## config.mk

```make
export PLATFORM = sky130hd
export DESIGN_NAME = sec_err_status_reg
export DESIGN_NICKNAME = d
export VERILOG_FILES = /design/src/rtl/sec_err_pkg.sv /design/src/rtl/sec_err_event_ctrl.sv /design/src/rtl/sec_err_status_dp.sv /design/src/rtl/sec_err_status_reg.sv
export SDC_FILE = /design/constraint.sdc
export NUM_CORES = 1
export LEC_CHECK = 0
export BUFFER_PORTS_ARGS = -buffer_cell sky130_fd_sc_hd__buf_2
export CAP_MARGIN = 5
export CORE_MARGIN = 2
export CORE_UTILIZATION = 29
export CTS_CLUSTER_SIZE = 20
export DETAILED_ROUTE_END_ITERATION = 7
export GPL_TIMING_DRIVEN = 0
export PLACE_DENSITY = 0.89
export SYNTH_ARGS = -nofsm -noshare
export SYNTH_HDL_FRONTEND = slang
export SYNTH_SLANG_ARGS = --single-unit
```

## constraint.sdc

```tcl
create_clock -name clk -period 1.5 [get_ports clk]
set_clock_uncertainty 0.05 [all_clocks]
set_input_delay 0.15 -clock clk [delete_from_list [all_inputs] [get_ports clk]]
set_output_delay 0.15 -clock clk [all_outputs]
set_load 0.1 [all_outputs]
```

## src/rtl/sec_err_pkg.sv

```systemverilog
package sec_err_pkg;

  localparam int STICKY_N   = 5;
  localparam int STICKY_LSB = 11;
  localparam int WORD_W     = 16;

  // Index of each flag inside the sticky vector (bit STICKY_LSB + index)
  localparam int IDX_SIG_TABORT = 0;
  localparam int IDX_RX_TABORT  = 1;
  localparam int IDX_RX_MABORT  = 2;
  localparam int IDX_RX_SYSERR  = 3;
  localparam int IDX_PARITY     = 4;

  localparam logic [2:0] CPL_UR = 3'b001;
  localparam logic [2:0] CPL_CA = 3'b100;

  localparam logic [1:0] MSG_NONFATAL = 2'b01;
  localparam logic [1:0] MSG_FATAL    = 2'b11;

  typedef struct packed {
    logic [STICKY_N-1:0] setVec;
    logic [STICKY_N-1:0] clrVec;
    logic                rdHit;
  } statusCtrl_t;

endpackage

```

## src/rtl/sec_err_event_ctrl.sv

```systemverilog
module sec_err_event_ctrl
  import sec_err_pkg::*;
#(
  parameter int ADDR_W = 12,
  parameter int DEV_W = 5,
  parameter logic [ADDR_W-1:0] STATUS_OFFSET = 'h1E
) (
  input  logic               bridgeParityEn,
  input  logic               rxTlpValid,
  input  logic               rxTlpPoisoned,
  input  logic               rxErrMsgValid,
  input  logic [1:0]         rxErrMsgCode,
  input  logic               rxErrMsgInternal,
  input  logic               rxCplValid,
  input  logic [2:0]         rxCplStatus,
  input  logic               txCplValid,
  input  logic [2:0]         txCplStatus,
  input  logic               txCplForwarded,
  input  logic               cfgAbortValid,
  input  logic [DEV_W-1:0]   cfgDevNum,
  input  logic [ADDR_W-1:0]  regAddr,
  input  logic               regWrEn,
  input  logic [1:0]         regWrBe,
  input  logic [WORD_W-1:0]  regWrData,
  output statusCtrl_t        ctrl
);

  logic unusedInputs;
  logic msgIsSevere;
  logic cfgMasterAbort;
  logic wrUpperHit;

  // The parity enable and forwarded marker must not qualify any flag
  assign unusedInputs = &{1'b0, bridgeParityEn, txCplForwarded, regWrData[STICKY_LSB-1:0], regWrBe[0]};

  assign msgIsSevere    = (rxErrMsgCode == MSG_NONFATAL) || (rxErrMsgCode == MSG_FATAL);
  assign cfgMasterAbort = cfgAbortValid && (cfgDevNum != '0);
  assign wrUpperHit     = regWrEn && (regAddr == STATUS_OFFSET) && regWrBe[1];

  always_comb begin
    ctrl = '0;
    ctrl.rdHit = (regAddr == STATUS_OFFSET);
    ctrl.setVec[IDX_PARITY]     = rxTlpValid && rxTlpPoisoned;
    ctrl.setVec[IDX_RX_SYSERR]  = rxErrMsgValid && !rxErrMsgInternal && msgIsSevere;
    ctrl.setVec[IDX_RX_MABORT]  = (rxCplValid && (rxCplStatus == CPL_UR)) || cfgMasterAbort;
    ctrl.setVec[IDX_RX_TABORT]  = rxCplValid && (rxCplStatus == CPL_CA);
    ctrl.setVec[IDX_SIG_TABORT] = txCplValid && (txCplStatus == CPL_CA);
    ctrl.clrVec = wrUpperHit ? regWrData[STICKY_LSB +: STICKY_N] : '0;
  end

endmodule

```

## src/rtl/sec_err_status_dp.sv

```systemverilog
module sec_err_status_dp
  import sec_err_pkg::*;
(
  input  logic              clk,
  input  logic              rstN,
  input  statusCtrl_t       ctrl,
  output logic [WORD_W-1:0] statusWord,
  output logic [WORD_W-1:0] regRdData
);

  localparam int LOW_ZERO_W = STICKY_LSB;

  logic [STICKY_N-1:0] stickyQ;

  genvar gi;
  generate
    for (gi = 0; gi < STICKY_N; gi++) begin : g_flag
      always_ff @(posedge clk or negedge rstN) begin
        if (!rstN) begin
          stickyQ[gi] <= 1'b0;
        end else if (ctrl.setVec[gi]) begin
          stickyQ[gi] <= 1'b1;
        end else if (ctrl.clrVec[gi]) begin
          stickyQ[gi] <= 1'b0;
        end
      end
    end
  endgenerate

  assign statusWord = {stickyQ, {LOW_ZERO_W{1'b0}}};
  assign regRdData  = ctrl.rdHit ? statusWord : '0;

endmodule

```

## src/rtl/sec_err_status_reg.sv

```systemverilog
module sec_err_status_reg
  import sec_err_pkg::*;
#(
  parameter int ADDR_W = 12,
  parameter int DEV_W = 5,
  parameter logic [ADDR_W-1:0] STATUS_OFFSET = 'h1E
) (
  input  logic               clk,
  input  logic               rstN,
  input  logic               bridgeParityEn,
  input  logic               rxTlpValid,
  input  logic               rxTlpPoisoned,
  input  logic               rxErrMsgValid,
  input  logic [1:0]         rxErrMsgCode,
  input  logic               rxErrMsgInternal,
  input  logic               rxCplValid,
  input  logic [2:0]         rxCplStatus,
  input  logic               txCplValid,
  input  logic [2:0]         txCplStatus,
  input  logic               txCplForwarded,
  input  logic               cfgAbortValid,
  input  logic [DEV_W-1:0]   cfgDevNum,
  input  logic [ADDR_W-1:0]  regAddr,
  input  logic               regWrEn,
  input  logic [1:0]         regWrBe,
  input  logic [WORD_W-1:0]  regWrData,
  output logic [WORD_W-1:0]  regRdData
);

  statusCtrl_t       ctrl;
  logic [WORD_W-1:0] statusWord;

  sec_err_event_ctrl #(
    .ADDR_W(ADDR_W), .DEV_W(DEV_W), .STATUS_OFFSET(STATUS_OFFSET)
  ) u_ctrl (
    .bridgeParityEn(bridgeParityEn), .rxTlpValid(rxTlpValid), .rxTlpPoisoned(rxTlpPoisoned),
    .rxErrMsgValid(rxErrMsgValid), .rxErrMsgCode(rxErrMsgCode), .rxErrMsgInternal(rxErrMsgInternal),
    .rxCplValid(rxCplValid), .rxCplStatus(rxCplStatus), .txCplValid(txCplValid),
    .txCplStatus(txCplStatus), .txCplForwarded(txCplForwarded), .cfgAbortValid(cfgAbortValid),
    .cfgDevNum(cfgDevNum), .regAddr(regAddr), .regWrEn(regWrEn), .regWrBe(regWrBe),
    .regWrData(regWrData), .ctrl(ctrl)
  );

  sec_err_status_dp u_dp (
    .clk(clk), .rstN(rstN), .ctrl(ctrl), .statusWord(statusWord), .regRdData(regRdData)
  );

endmodule

```

* Yosys cells after proc, flatten, opt, wreduce, memory -nomap -nowiden
Cells that the tools add are included.
** Word-level totals
- Memory bits (writable) :: 0
- Logic and storage cells :: 41
- Output and inout bits :: 16
- Latch bits :: 0
- Memories :: 0
- Register bits after elaboration :: 5
- Input bits :: 55
- ROM bits :: 0
** Cells by class
- Bitwise logic cells :: 0
- Add/sub/neg operators :: 0
- Reduce and logical (&&, ||, !) cells :: 18
- Magnitude comparators :: 0
- Multiply operators :: 0
- Equal/unequal tests :: 6
- Shift-type cells :: 0
- Div/mod/pow operators :: 0
- Multiplexer cells :: 12
** Operator list (number)
- two-way mux 16 bit :: 1
- equality test 12 x 5 -> 1 bit (second input constant) :: 1
- two-way mux 1 bit :: 10
- nonzero test 2 bit :: 5
- logical AND 1 bit :: 9
- equality test 3 bit (second input constant) :: 2
- two-way mux 5 bit :: 1
- nonzero test 5 bit :: 1
- equality test 3 x 1 -> 1 bit (second input constant) :: 1
- equality test 2 x 1 -> 1 bit (second input constant) :: 1
- equality test 2 bit (second input constant) :: 1
- logical OR 1 bit :: 2
- logical NOT 1 bit :: 1

* Longest topological paths before layout
- Depth in word-level cells :: 6
- Mapped depth :: 4
- Depth with buffers taken out :: 3

* Modules after synthesis
From an unflattened synthesis, not the netlist that was laid out.
** Unflattened totals
- Cells, all modules :: 64
- Area total of the unflattened synthesis :: 530.5 um^2
** Modules (own cells, without submodules)
- sec_err_status_dp :: cells an instance 43, seq. area each 125.1 um^2, times used 1, area each 381.6 um^2
- sec_err_event_ctrl :: cells an instance 21, seq. area each 0.0 um^2, times used 1, area each 148.9 um^2

* Least setup slack after synthesis
No wires, ideal clock.
- Path kind :: in2out
- Start point :: input regAddr[5]
- End point :: output regRdData[13]
- Cell stages on the path :: 3
- Buffers on the path :: 1
- Data required time :: 1.300 ns
- Slack :: -2.373 ns
- Arrival time :: 3.673 ns
- Cell sequence :: or4b_4 > buf_6 > nor4_1
** Between the ends
- Cells in the longest elaborated chain, start to end :: 2
** Ends and longest elaborated chain
- start: declaration :: RTL line sec_err_status_reg.sv:23 : input logic [ADDR_W-1:0] regAddr,
- equality test 12 x 5 -> 1 bit :: RTL line sec_err_event_ctrl.sv:42 : ctrl.rdHit = (regAddr == STATUS_OFFSET);
- two-way mux 16 bit :: RTL line sec_err_status_dp.sv:31 : assign regRdData = ctrl.rdHit ? statusWord : '0;
- end: declaration :: RTL line sec_err_status_reg.sv:27 : output logic [WORD_W-1:0] regRdData
Every way passes these cells.

* Worst setup path after layout
- Start point :: input regAddr[5]
- End point :: output regRdData[12]
The elaborated chain is that of the path after synthesis.

==> impl_metrics.tcl <==
set metrics [dict create \
    status "complete, but fails checks" \
    violations "negative setup slack" \
    ys_seq_area_frac 0.255 \
    routed_via_density 4.61 \
    worstPathCellList "buf_6 -> or4b_4 -> nor3_4 -> and2_4 -> buf_12" \
    max_stage_delay_ns 0.57 \
    grt_start_max_net_pins 8 \
    period_share 1.07 \
    power_uw 538 \
    die_x_um 45.1 \
    dp_hpwl_um 1160 \
    core_um2 1540 \
    final-seq-area_um2 125 \
    ys_ff_latch 5 \
    antenna_found_initial 0 \
    place_inst 123 \
    num_rows 14 \
    ant_nets 0 \
    ys_warn_count 0 \
    cts_root_buf "clkbuf_4" \
    drive_gt1_frac 0.664 \
    fin_ws_ns -0.0995 \
    cp.arrival_ns 1.40 \
    seqPwrFrac 0.264 \
    cts_sinks 5 \
    die_h_um 45.1 \
    hold_viol 0 \
    max_freq_ghz 0.625 \
    leakage_uw 0.000551 \
    place_congestion 0.765 \
    slowest_stage "or4b_4" \
    cts_buffers 3 \
    cp-start-kind "primary input" \
    clk_path_buf_depth 2 \
    fin_util 0.637 \
    clkPwrFrac 0.282 \
    crit_path_max_fanout 4 \
    pre_cts_slack_ns -0.483 \
    start_util 0.318 \
    insertion_delay_ns 0.24 \
    grtUsageTotal 0.144 \
    wire_per_inst_um 11.2 \
    fin_nets 172 \
    hold-worst-slack_ns 0.0491 \
    finalSetupViolations 6 \
    clk_pin_slew_ns 0.04 \
    area_growth_pct 100 \
    p_comb_frac 0.454 \
    synth.avg_cell_area_um2 9.25 \
    grt_pass1_vias 556 \
    multi_input_area_um2 347 \
    critical_path_class "primary input to primary output" \
    slew_violations 0 \
    sw_frac_of_total 0.401 \
    synth_cell_types 21 \
    p_switching_uw 215 \
    drt_pass1_iterations 4 \
    rsz0062_at_grt "yes" \
    wirelength_um 1480 \
    final-instance-count-excl-fill 132 \
    grt_pass1_wl_um 2160 \
    grt_overflow 0 \
    port_buffers 44 \
    h-tree-depth 1 \
    drt_iter0_drc 11 \
    dieArea_um2 2040 \
    drc 0 \
    required_ns 1.30 \
    num_vias 608 \
    ioPinCount 71 \
    synth_area_um2 490 \
    hp-class "primary input to register" \
    crit_path_end_kind "primary output" \
    fin_crit_ns 1.60 \
    p_int_uw 322 \
    antennaDiodeCount 0 \
    fillers 138 \
    syn_inst 53 \
    powerDensity_nw_per_um2 547 \
    max-cap-violations 0 \
    largest_reg_flops 5 \
    vdd_drop_max_v 0.000302 \
    tritoncts "built" \
]
==> cell usage after synthesis <==
cell type	count	area, um2
nor4_1	2	12.5
inv_1	1	3.75
o211ai_1	1	7.51
nor3_2	1	10.0
nand3_1	5	25.0
dfrtp_1	5	125
conb_1	1	3.75
nor2b_1	1	6.26
nand4bb_1	1	11.3
o21ai_0	1	5.00
o41ai_2	4	65.1
nand3b_1	3	22.5
buf_2	1	5.00
or4b_1	1	10.0
buf_6	2	22.5
buf_4	11	82.6
nand2_1	5	18.8
or4_1	1	7.51
and2_1	4	25.0
o31ai_1	1	7.51
or4b_4	1	13.8
==> worst max-delay path: cells and delay by family <==
family	cells	cell delay, ns
buffers and inverters	2	0.26
and+or+nand+nor	3	0.99
==> power by group through the flow <==
| stage | logic (uW) | registers (uW) | clock network (uW) |
|---|---|---|---|
| 2_1_floorplan | 168 | 142 | 0 |
| 3_3_place_gp | 222 | 142 | 0 |
| 3_5_place_dp | 225 | 143 | 0 |
| 4_1_cts | 236 | 141 | 154 |
| 5_1_grt | 257 | 142 | 168 |
| 6_report | 244 | 142 | 152 |
==> logic make-up (layout without fill, tap and decap cells) <==
family | count (synthesis) | count (layout) | share of synthesized area
AO/OA/AOI/OAI | 7 | 7 | 0.173
flip-flops | 5 | 5 | 0.255
buffers and inverters | 15 | 68 | 0.232
AND/OR/NAND/NOR | 25 | 25 | 0.332
other | 1 | 11 | 0.00765
==> per-layer routing <==
layer	track usage	vias up	share of wire
met5	0	-	0
met4	0.0529	0	0.0088
met3	0.0360	2	0.13
met2	0.266	49	0.51
met1	0.157	261	0.34
li1	-	296	-
==> stage by stage <==
stage / cell area (um2) / TNS (ns)
2_1_floorplan: 553 / -1.00
3_3_place_gp: 793 / -2.17
3_5_place_dp: 793 / -2.35
4_1_cts: 943 / -0.762
5_1_grt: 982 / -0.721
6_report: 982 / -0.460
==> layout by cell type (no fill, tap or decap), drive strengths merged <==
master,Yosys,routed
nand3b,3,3
dlygate4sd3,0,1
or4,1,1
nand4bb,1,1
nand3,5,5
o31ai,1,1
nor2b,1,1
nor3,1,1
o41ai,4,4
dfrtp,5,5
and2,4,4
clkbuf,0,4
o21ai,1,1
nand2,5,5
nor4,2,2
or4b,2,2
buf,14,62
o211ai,1,1
conb,1,11
inv,1,1
==> final cells by class <==
class | instances | area share
repair buffers | 51 | 0.373
plain buffers | 12 | 0.0955
well taps | 16 | 0.0204
clock buffers | 4 | 0.0268
flip-flops and latches | 5 | 0.127
inverters | 1 | 0.00382
multi-input cells | 43 | 0.353
==> path summary, 6_finish.rpt <==
| path | end | from | depth (start not counted) | slack, ns |
|---|---|---|---|---|
| max in group asynchronous | u_dp.statusWord[15] | rstN | 2 | 1.07 |
| worst max-delay path | regRdData[12] | regAddr[5] | 5 | -0.1 |
| worst min register to register | u_dp.statusWord[15] | u_dp.statusWord[15] | 2 | 0.47 |
| worst min-delay path | u_dp.statusWord[11] | txCplStatus[1] | 2 | 0.05 |
| min in group asynchronous | u_dp.statusWord[12] | rstN | 2 | 0.20 |
| worst max register to register | u_dp.statusWord[11] | u_dp.statusWord[11] | 2 | 0.72 |
==> repair_timing <==
item / CTS / global route
cloned: 0 / 0
hold endpoints to repair: 5 / 0
setup buffers: 4 / 2
hold buffers: 1 / 0
pin swaps: 7 / 5
endpoints found under the setup margin: 5 / 8
resized for setup: 24 / 4
No activity file was read; power rests on OpenSTA's default activity.
